===== config.mk =====
export PLATFORM = sky130hd
export DESIGN_NAME = flash_mux_seq
export DESIGN_NICKNAME = d
export VERILOG_FILES = /design/src/rtl/flash_mux_seq.sv
export SDC_FILE = /design/constraint.sdc
export NUM_CORES = 1
export LEC_CHECK = 0
export BUFFER_PORTS_ARGS = -buffer_cell sky130_fd_sc_hd__buf_2
export CORE_MARGIN = 8
export CORE_UTILIZATION = 45
export CTS_CLUSTER_DIAMETER = 120
export CTS_CLUSTER_SIZE = 12
export DETAILED_ROUTE_END_ITERATION = 6
export PLACE_DENSITY_LB_ADDON = 0.12
export SETUP_SLACK_MARGIN = 0.5
export SYNTH_ARGS = -nofsm -noshare
export SYNTH_HDL_FRONTEND = slang
export SYNTH_SLANG_ARGS = --single-unit

===== constraint.sdc =====
create_clock -name clk -period 3.7 [get_ports clk]
set_clock_uncertainty 0.2 [all_clocks]
set_input_delay 0.37 -clock clk [delete_from_list [all_inputs] [get_ports clk]]
set_output_delay 0.37 -clock clk [all_outputs]
set_load 0.05 [all_outputs]

===== src/rtl/flash_mux_seq.sv =====
module flash_mux_seq #(
  parameter int SETUP_CYC  = 2,
  parameter int STROBE_CYC = 2,
  parameter int HOLD_CYC   = 1,
  parameter int WAIT_CYC   = 3
) (
  input  logic        clk,
  input  logic        rst_n,
  input  logic        req_valid,
  output logic        req_ready,
  input  logic        req_write,
  input  logic [19:0] req_addr,
  input  logic [7:0]  req_wdata,
  output logic        rsp_valid,
  output logic [7:0]  rsp_rdata,
  output logic        mem_ce_n,
  output logic        mem_oe_n,
  output logic        mem_we_n,
  output logic        mem_as0_n,
  output logic        mem_as1_n,
  output logic [7:0]  bus_out,
  output logic        bus_oe,
  input  logic [7:0]  bus_in
);

  localparam int MAXC1 = (SETUP_CYC > STROBE_CYC) ? SETUP_CYC : STROBE_CYC;
  localparam int MAXC2 = (HOLD_CYC > WAIT_CYC) ? HOLD_CYC : WAIT_CYC;
  localparam int MAXC  = (MAXC1 > MAXC2) ? MAXC1 : MAXC2;
  localparam int CW    = (MAXC < 2) ? 1 : $clog2(MAXC);
  localparam logic [CW-1:0] SET_LAST = CW'(SETUP_CYC - 1);
  localparam logic [CW-1:0] STB_LAST = CW'(STROBE_CYC - 1);
  localparam logic [CW-1:0] HLD_LAST = CW'(HOLD_CYC - 1);
  localparam logic [CW-1:0] WT_LAST  = CW'(WAIT_CYC - 1);

  typedef enum logic [2:0] {S_IDLE, S_ADDR, S_TURN, S_RWAIT, S_WDRV, S_WHOLD} state_t;
  typedef enum logic [1:0] {PH_SET, PH_STB, PH_HLD} phase_t;

  state_t          state;
  phase_t          phase;
  logic [1:0]      slot;
  logic [CW-1:0]   cnt;
  logic [19:0]     addr_q;
  logic [7:0]      wdata_q;
  logic            write_q;
  logic [7:0]      addr_byte;

  always_comb begin
    case (slot)
      2'd0:    addr_byte = addr_q[7:0];
      2'd1:    addr_byte = addr_q[15:8];
      default: addr_byte = {4'b0000, addr_q[19:16]};
    endcase
  end

  always_ff @(posedge clk or negedge rst_n) begin
    if (!rst_n) begin
      state     <= S_IDLE;
      phase     <= PH_SET;
      slot      <= 2'd0;
      cnt       <= '0;
      addr_q    <= '0;
      wdata_q   <= '0;
      write_q   <= 1'b0;
      rsp_valid <= 1'b0;
      rsp_rdata <= '0;
    end else begin
      rsp_valid <= 1'b0;
      case (state)
        S_IDLE: begin
          if (req_valid) begin
            state   <= S_ADDR;
            phase   <= PH_SET;
            slot    <= 2'd0;
            cnt     <= '0;
            addr_q  <= req_addr;
            wdata_q <= req_wdata;
            write_q <= req_write;
          end
        end
        S_ADDR: begin
          cnt <= cnt + 1'b1;
          case (phase)
            PH_SET: if (cnt == SET_LAST) begin phase <= PH_STB; cnt <= '0; end
            PH_STB: if (cnt == STB_LAST) begin phase <= PH_HLD; cnt <= '0; end
            default: if (cnt == HLD_LAST) begin
              cnt   <= '0;
              phase <= PH_SET;
              if (slot == 2'd2) state <= write_q ? S_WDRV : S_TURN;
              else              slot  <= slot + 2'd1;
            end
          endcase
        end
        S_TURN: begin
          state <= S_RWAIT;
          cnt   <= '0;
        end
        S_RWAIT: begin
          cnt <= cnt + 1'b1;
          if (cnt == WT_LAST) begin
            rsp_rdata <= bus_in;
            rsp_valid <= 1'b1;
            state     <= S_IDLE;
          end
        end
        S_WDRV: begin
          cnt <= cnt + 1'b1;
          if (cnt == WT_LAST) state <= S_WHOLD;
        end
        default: state <= S_IDLE;
      endcase
    end
  end

  wire strobe_on = (state == S_ADDR) && (phase == PH_STB);

  assign req_ready = (state == S_IDLE);
  assign mem_ce_n  = (state == S_IDLE);
  assign mem_oe_n  = (state != S_RWAIT);
  assign mem_we_n  = (state != S_WDRV);
  assign mem_as0_n = !(strobe_on && slot != 2'd1);
  assign mem_as1_n = !(strobe_on && slot != 2'd0);
  assign bus_oe    = (state == S_ADDR) || (state == S_WDRV) || (state == S_WHOLD);
  assign bus_out   = (state == S_ADDR) ? addr_byte :
                     ((state == S_WDRV) || (state == S_WHOLD)) ? wdata_q : 8'h00;

  p_oe_we_excl_r9: assert property (@(posedge clk) disable iff (!rst_n)
    !(!mem_oe_n && !mem_we_n));
  p_enable_vs_strobe_r9: assert property (@(posedge clk) disable iff (!rst_n)
    (!mem_as0_n || !mem_as1_n) |-> (mem_oe_n && mem_we_n));
  p_ce_covers_r5: assert property (@(posedge clk) disable iff (!rst_n)
    (!mem_oe_n || !mem_we_n || !mem_as0_n || !mem_as1_n) |-> !mem_ce_n);
  p_strobe_stable_bus_r4: assert property (@(posedge clk) disable iff (!rst_n)
    (!mem_as0_n || !mem_as1_n) |-> (bus_oe && $stable(bus_out)));
  p_release_before_oe_r6: assert property (@(posedge clk) disable iff (!rst_n)
    $fell(mem_oe_n) |-> (!bus_oe && $past(!bus_oe)));
  p_rsp_after_oe_r7: assert property (@(posedge clk) disable iff (!rst_n)
    rsp_valid |-> ($past(!mem_oe_n) && mem_oe_n));
  p_accept_idle_r2: assert property (@(posedge clk) disable iff (!rst_n)
    (req_valid && req_ready) |-> (mem_ce_n && !bus_oe));
  p_write_drives_r8: assert property (@(posedge clk) disable iff (!rst_n)
    !mem_we_n |-> bus_oe);

endmodule


Yosys cells after proc, flatten, opt, wreduce, memory -nomap -nowiden
Index checks and enable logic that the tools add are counted.
W data, S select, Z words.
{"block": "totals", "elab_cells": 84, "reg_bits": 47}
{"block": "op_classes", "reduce_logical": 23, "add_sub_neg": 2, "n_eq_ne": 23, "mux": 27}
{"cell": "$mux W3", "count": 7}
{"cell": "$mux W2", "count": 10}
{"cell": "$mux W8", "count": 2}
{"cell": "$pmux W8 S2", "count": 1}
{"cell": "$pmux W3 S5", "count": 1}
{"cell": "$ne A2 B2 Y1 const B", "count": 7}
{"cell": "$pmux W2 S2", "count": 3}
{"cell": "$reduce_and A5 Y1", "count": 2}
{"cell": "$ne A3 B3 Y1 const B", "count": 3}
{"cell": "$pmux W2 S4", "count": 1}
{"cell": "$eq A2 B1 Y1 const B", "count": 3}
{"cell": "$eq A3 B2 Y1 const B", "count": 2}
{"cell": "$eq A3 B3 Y1 const B", "count": 2}
{"cell": "$logic_not A2 Y1", "count": 3}
{"cell": "$reduce_and A2 Y1", "count": 3}
{"cell": "$reduce_and A6 Y1", "count": 1}
{"cell": "$add A2 B1 Y2 const B", "count": 2}
{"cell": "$eq A2 B2 Y1 const B", "count": 2}
{"cell": "$ne A4 B2 Y1 const B", "count": 1}
{"cell": "$reduce_bool A2 Y1", "count": 2}
{"cell": "$reduce_bool A4 Y1", "count": 1}
{"cell": "$reduce_or A2 Y1", "count": 2}
{"cell": "$eq A3 B1 Y1 const B", "count": 1}
{"cell": "$logic_and A1 B1 Y1", "count": 3}
{"cell": "other kinds (6)", "count": 10}

Depth between registers and ports, before layout
{"block": "logic_depth", "word_depth": 5, "ltp_mapped": 6}

Worst setup path before layout
No wires, ideal clock.
{"block": "synth_path", "path_kind": "register -> output", "startpoint": "register slot[0]", "endpoint": "output bus_out[0]", "path_stages_with_launch": 7, "t_arrival_ns": 2.139, "path_slack_ns": 0.991, "path_buffers": 1, "cell_sequence": "dfrtp_1 inv_1 ha_1 buf_1 a22o_1 a21oi_1 o21ai_0"}
{"block": "synth_via", "elab_chain_len": 3}
{"item": "start: declaration", "line": "40", "text": "logic [1:0] slot;"}
{"item": "start signal: assignment", "line": "89", "text": "else slot <= slot + 2'd1;"}
{"item": "$eq A2 B1 Y1 or $logic_not A2 Y1 (tied branches)", "line": "48", "text": "case (slot)"}
{"item": "$pmux W8 S2 *", "line": "48"}
{"item": "$mux W8 *", "line": "123", "text": "assign bus_out = (state == S_ADDR) ? addr_byte :"}
{"item": "end: declaration", "line": "21", "text": "output logic [7:0] bus_out,"}
Every way passes the cells marked *; elsewhere a longest branch is shown, timed or not.

Worst setup path after layout
{"block": "layout_path", "startpoint": "register state[2]", "endpoint": "output mem_we_n"}
{"block": "layout_via", "elab_chain_len": 1}
{"item": "start: declaration", "line": "38", "text": "state_t state;"}
{"item": "start signal: assignment", "line": "88", "text": "if (slot == 2'd2) state <= write_q ? S_WDRV : S_TURN;"}
{"item": "$ne A3 B3 Y1", "line": "119", "text": "assign mem_we_n = (state != S_WDRV);"}
{"item": "end: declaration", "line": "18", "text": "output logic mem_we_n,"}
Every way passes these cells.

==> out/metrics.csv <==
stage;metric;value;unit
clock_network;post_cts.repair.setup_buffers;0;
die;io-pin-count;64;
clock_network;cts-htree-levels;2;
timing;tightest_slew;1.04;ns
timing;slew_viol_final;0;
power;p_per_area;976;nW/um^2
yosys;syn_avg_cell_area;11.7;um^2
finish;drive_above_1_share;40.0;%
yosys;async_flop_share;100;%
yosys;ys_types;39;
yosys;syn_area;2270;um^2
worst_setup_path;path_cells;nor2b_1, and2_1, inv_1, buf_2;
die;die_h;87.0;um
timing;fin_ws;1.03;ns
worst_setup_path;critPathMaxStageDelay;0.68;ns
yosys;synth_cells;194;
worst_setup_path;end_kind;primary output;
clock_network;clock-sinks;47;
worst_setup_path;cp_max_fo;12;
power;vdd_ir_drop_max;588;uV
die;core-area;4980;um^2
routing;ant_nets;0;
yosys;synth_seq_area_share;51.9;%
finish;nets;301;
timing;slew_headroom;30.4;%
routing;avgViaCountPerCell;5.06;
timing;finalCriticalPeriod;2.67;ns
global_routing;grt_pass1_wl;8.36;mm
worst_setup_path;path_class;register to primary output;
global_routing;grt_max_degree;48;
yosys;synth_flop_cell;dfrtp_1;
timing;finalSetupViolations;0;
finish;diodes;0;
routing;drcViolationCount;0;
timing;setup_tns;0;ns
global_routing;grtUsageTotal;14.0;%
clock_network;clk_pin_slew;0.09;ns
yosys;yosysWarningCount;0;
timing;fmax;375;MHz
worst_setup_path;slowest_stage;nor2b_1;
worst_setup_path;worstPathRequired;3.13;ns
routing;drt_pass1_iterations;4;
outcome;outcome;finished, final reports clean;
routing;drtIter0Drc;78;
timing;rsz0062_at_grt;no;
die;die_area;7560;um^2
clock_network;cts_tree;built;
flow_run;cap_violations;0;
place;place_hpwl;3.51;mm
routing;vias;1644;
timing;final_hold_viol_count;0;
routing;routed_wl;4.79;mm
global_routing;overflow;0;
yosys;yosysTopAreaCell;dfrtp_1;
yosys;yosys-top-cells-area;dfrtp_1 52%, mux2_2 13%, mux2_1 5.0%, ha_1 3.9%, o21ai_0 3.1%;
finish;fill_cells;456;
finish;area_delta_synth_final;20.4;%
clock_network;max-clock-path-buffers;2;
clock_network;cts-resized-gates;0;
place;dp_worst_setup_slack;1.36;ns
die;std_cell_rows;26;
clock_network;cts_root_buf;clkbuf_8;
timing;min_period_over_period;72.1;%
routing;wl_per_cell;14.7;um
finish;layout_common_cells;63 x buf_2, 47 x dfrtp_1, 27 x mux2_2, 16 x nand2_1, 14 x o21ai_0;
clock_network;cts_buffers;5;
global_routing;antenna_found_initial;0;
worst_setup_path;cp-start-kind;register;
yosys;synth_edf_count;0;
clock_network;clk_latency;0.29;ns
worst_setup_path;cp.arrival;2.10;ns
global_routing;grt_pass1_vias;1772;
yosys;ys_ff_latch;47;
die;fp.dieW;87.0;um
finish;layout_commonest_cell;buf_2;
power;p_leak;1.29;nW
place;place.gp.congestion;0.755;
finish;seqCellArea;1180;um^2
yosys;synth_nets;241;
yosys;synth.top_cell.area_share;51.9;%
place;io_buffer_count;63;
clock_network;hold_buffers;0;
finish;multi_input_area;991;um^2
die;start_util;45.5;%
hold_path;worstHoldPathType;primary input to asynchronous set/reset pin;
## power breakdown
| part | switching [mW] | internal [mW] |
|---|---|---|
| Combinational | 0.921 | 0.467 |
| Sequential | 0.144 | 0.734 |
| Clock | 0.174 | 0.222 |
| Total | 1.24 | 1.42 |
## cell type report
cell class                 instances  share of cell area [%]
inverter                           8                    1.10
clock buffer                       6                    3.03
clock inverter                     2                    1.42
tap                               70                    3.21
sequential                        47                    43.1
timing repair buffer              64                    11.8
multi-input combinational        128                    36.3
## registers in the layout, indices dropped and copies added (netlist names)
signal / count
state: 3
write_q: 1
phase: 2
cnt: 2
wdata_q: 8
rsp_valid: 1
rsp_rdata: 8
addr_q: 20
slot: 2
## cells in the mapped netlist (2+ instances only)
library cell	instances
a21oi_1	7
a22o_1	4
a22oi_1	4
and2_1	2
buf_2	4
buf_4	2
buf_6	2
clkbuf_1	2
dfrtp_1	47
ha_1	7
inv_1	8
mux2_1	10
mux2_2	27
nand2_1	16
nor2_1	10
nor2b_1	2
nor3b_1	2
o21a_1	3
o21ai_0	14
or3_1	2
## path summary, 6_finish.rpt
path	slack (ns)	from	to	cells after the start
setup / recovery	1.03	state[2]	mem_we_n	4
hold / removal	0.06	rst_n	rsp_rdata[0]	1
setup reg to reg	1.58	state[2]	cnt[1]	4
hold reg to reg	0.29	addr_q[2]	addr_q[2]	1
max in group asynchronous	2.60	rst_n	addr_q[17]	1
min in group clk	0.08	req_wdata[3]	wdata_q[3]	2
## critical path, delay by kind of cell, from the launching register on
| family | cells | cell delay, ns |
|---|---|---|
| buffers and inverters | 2 | 0.26 |
| DFF | 1 | 0.56 |
| and+or+nand+nor | 2 | 0.98 |
## per-stage QoR
step / power, mW / util [%] / cells / instance area, um^2 / hold WS, ns
2_1_floorplan: 1.99 / - / 194 / 2270 / -0.126
3_3_place_gp: 2.28 / 52.4 / 317 / 2610 / 0.268
3_5_place_dp: 2.30 / 52.4 / 317 / 2610 / 0.276
4_1_cts: 2.70 / 54.8 / 325 / 2730 / 0.0778
5_1_grt: 2.85 / 54.8 / 325 / 2730 / 0.0725
6_report: 2.66 / 54.8 / 325 / 2730 / 0.0551
## routing by layer
layer / GRT usage [%] / wire, um / vias to the layer above
met5: 0 / 0 / -
met4: 3.76 / 40 / 0
met3: 4.53 / 285 / 4
met2: 22.0 / 2180 / 44
met1: 17.9 / 2280 / 796
li1: - / - / 800
## cell families after synthesis
family / share of synthesized area [%]
flops: 51.9
mux: 18.8
fa+ha+maj: 3.87
buf+inv: 4.36
compound gates: 10.9
simple gates: 9.72
xor+xnor: 0.387
(Power assumes the default switching activity.)
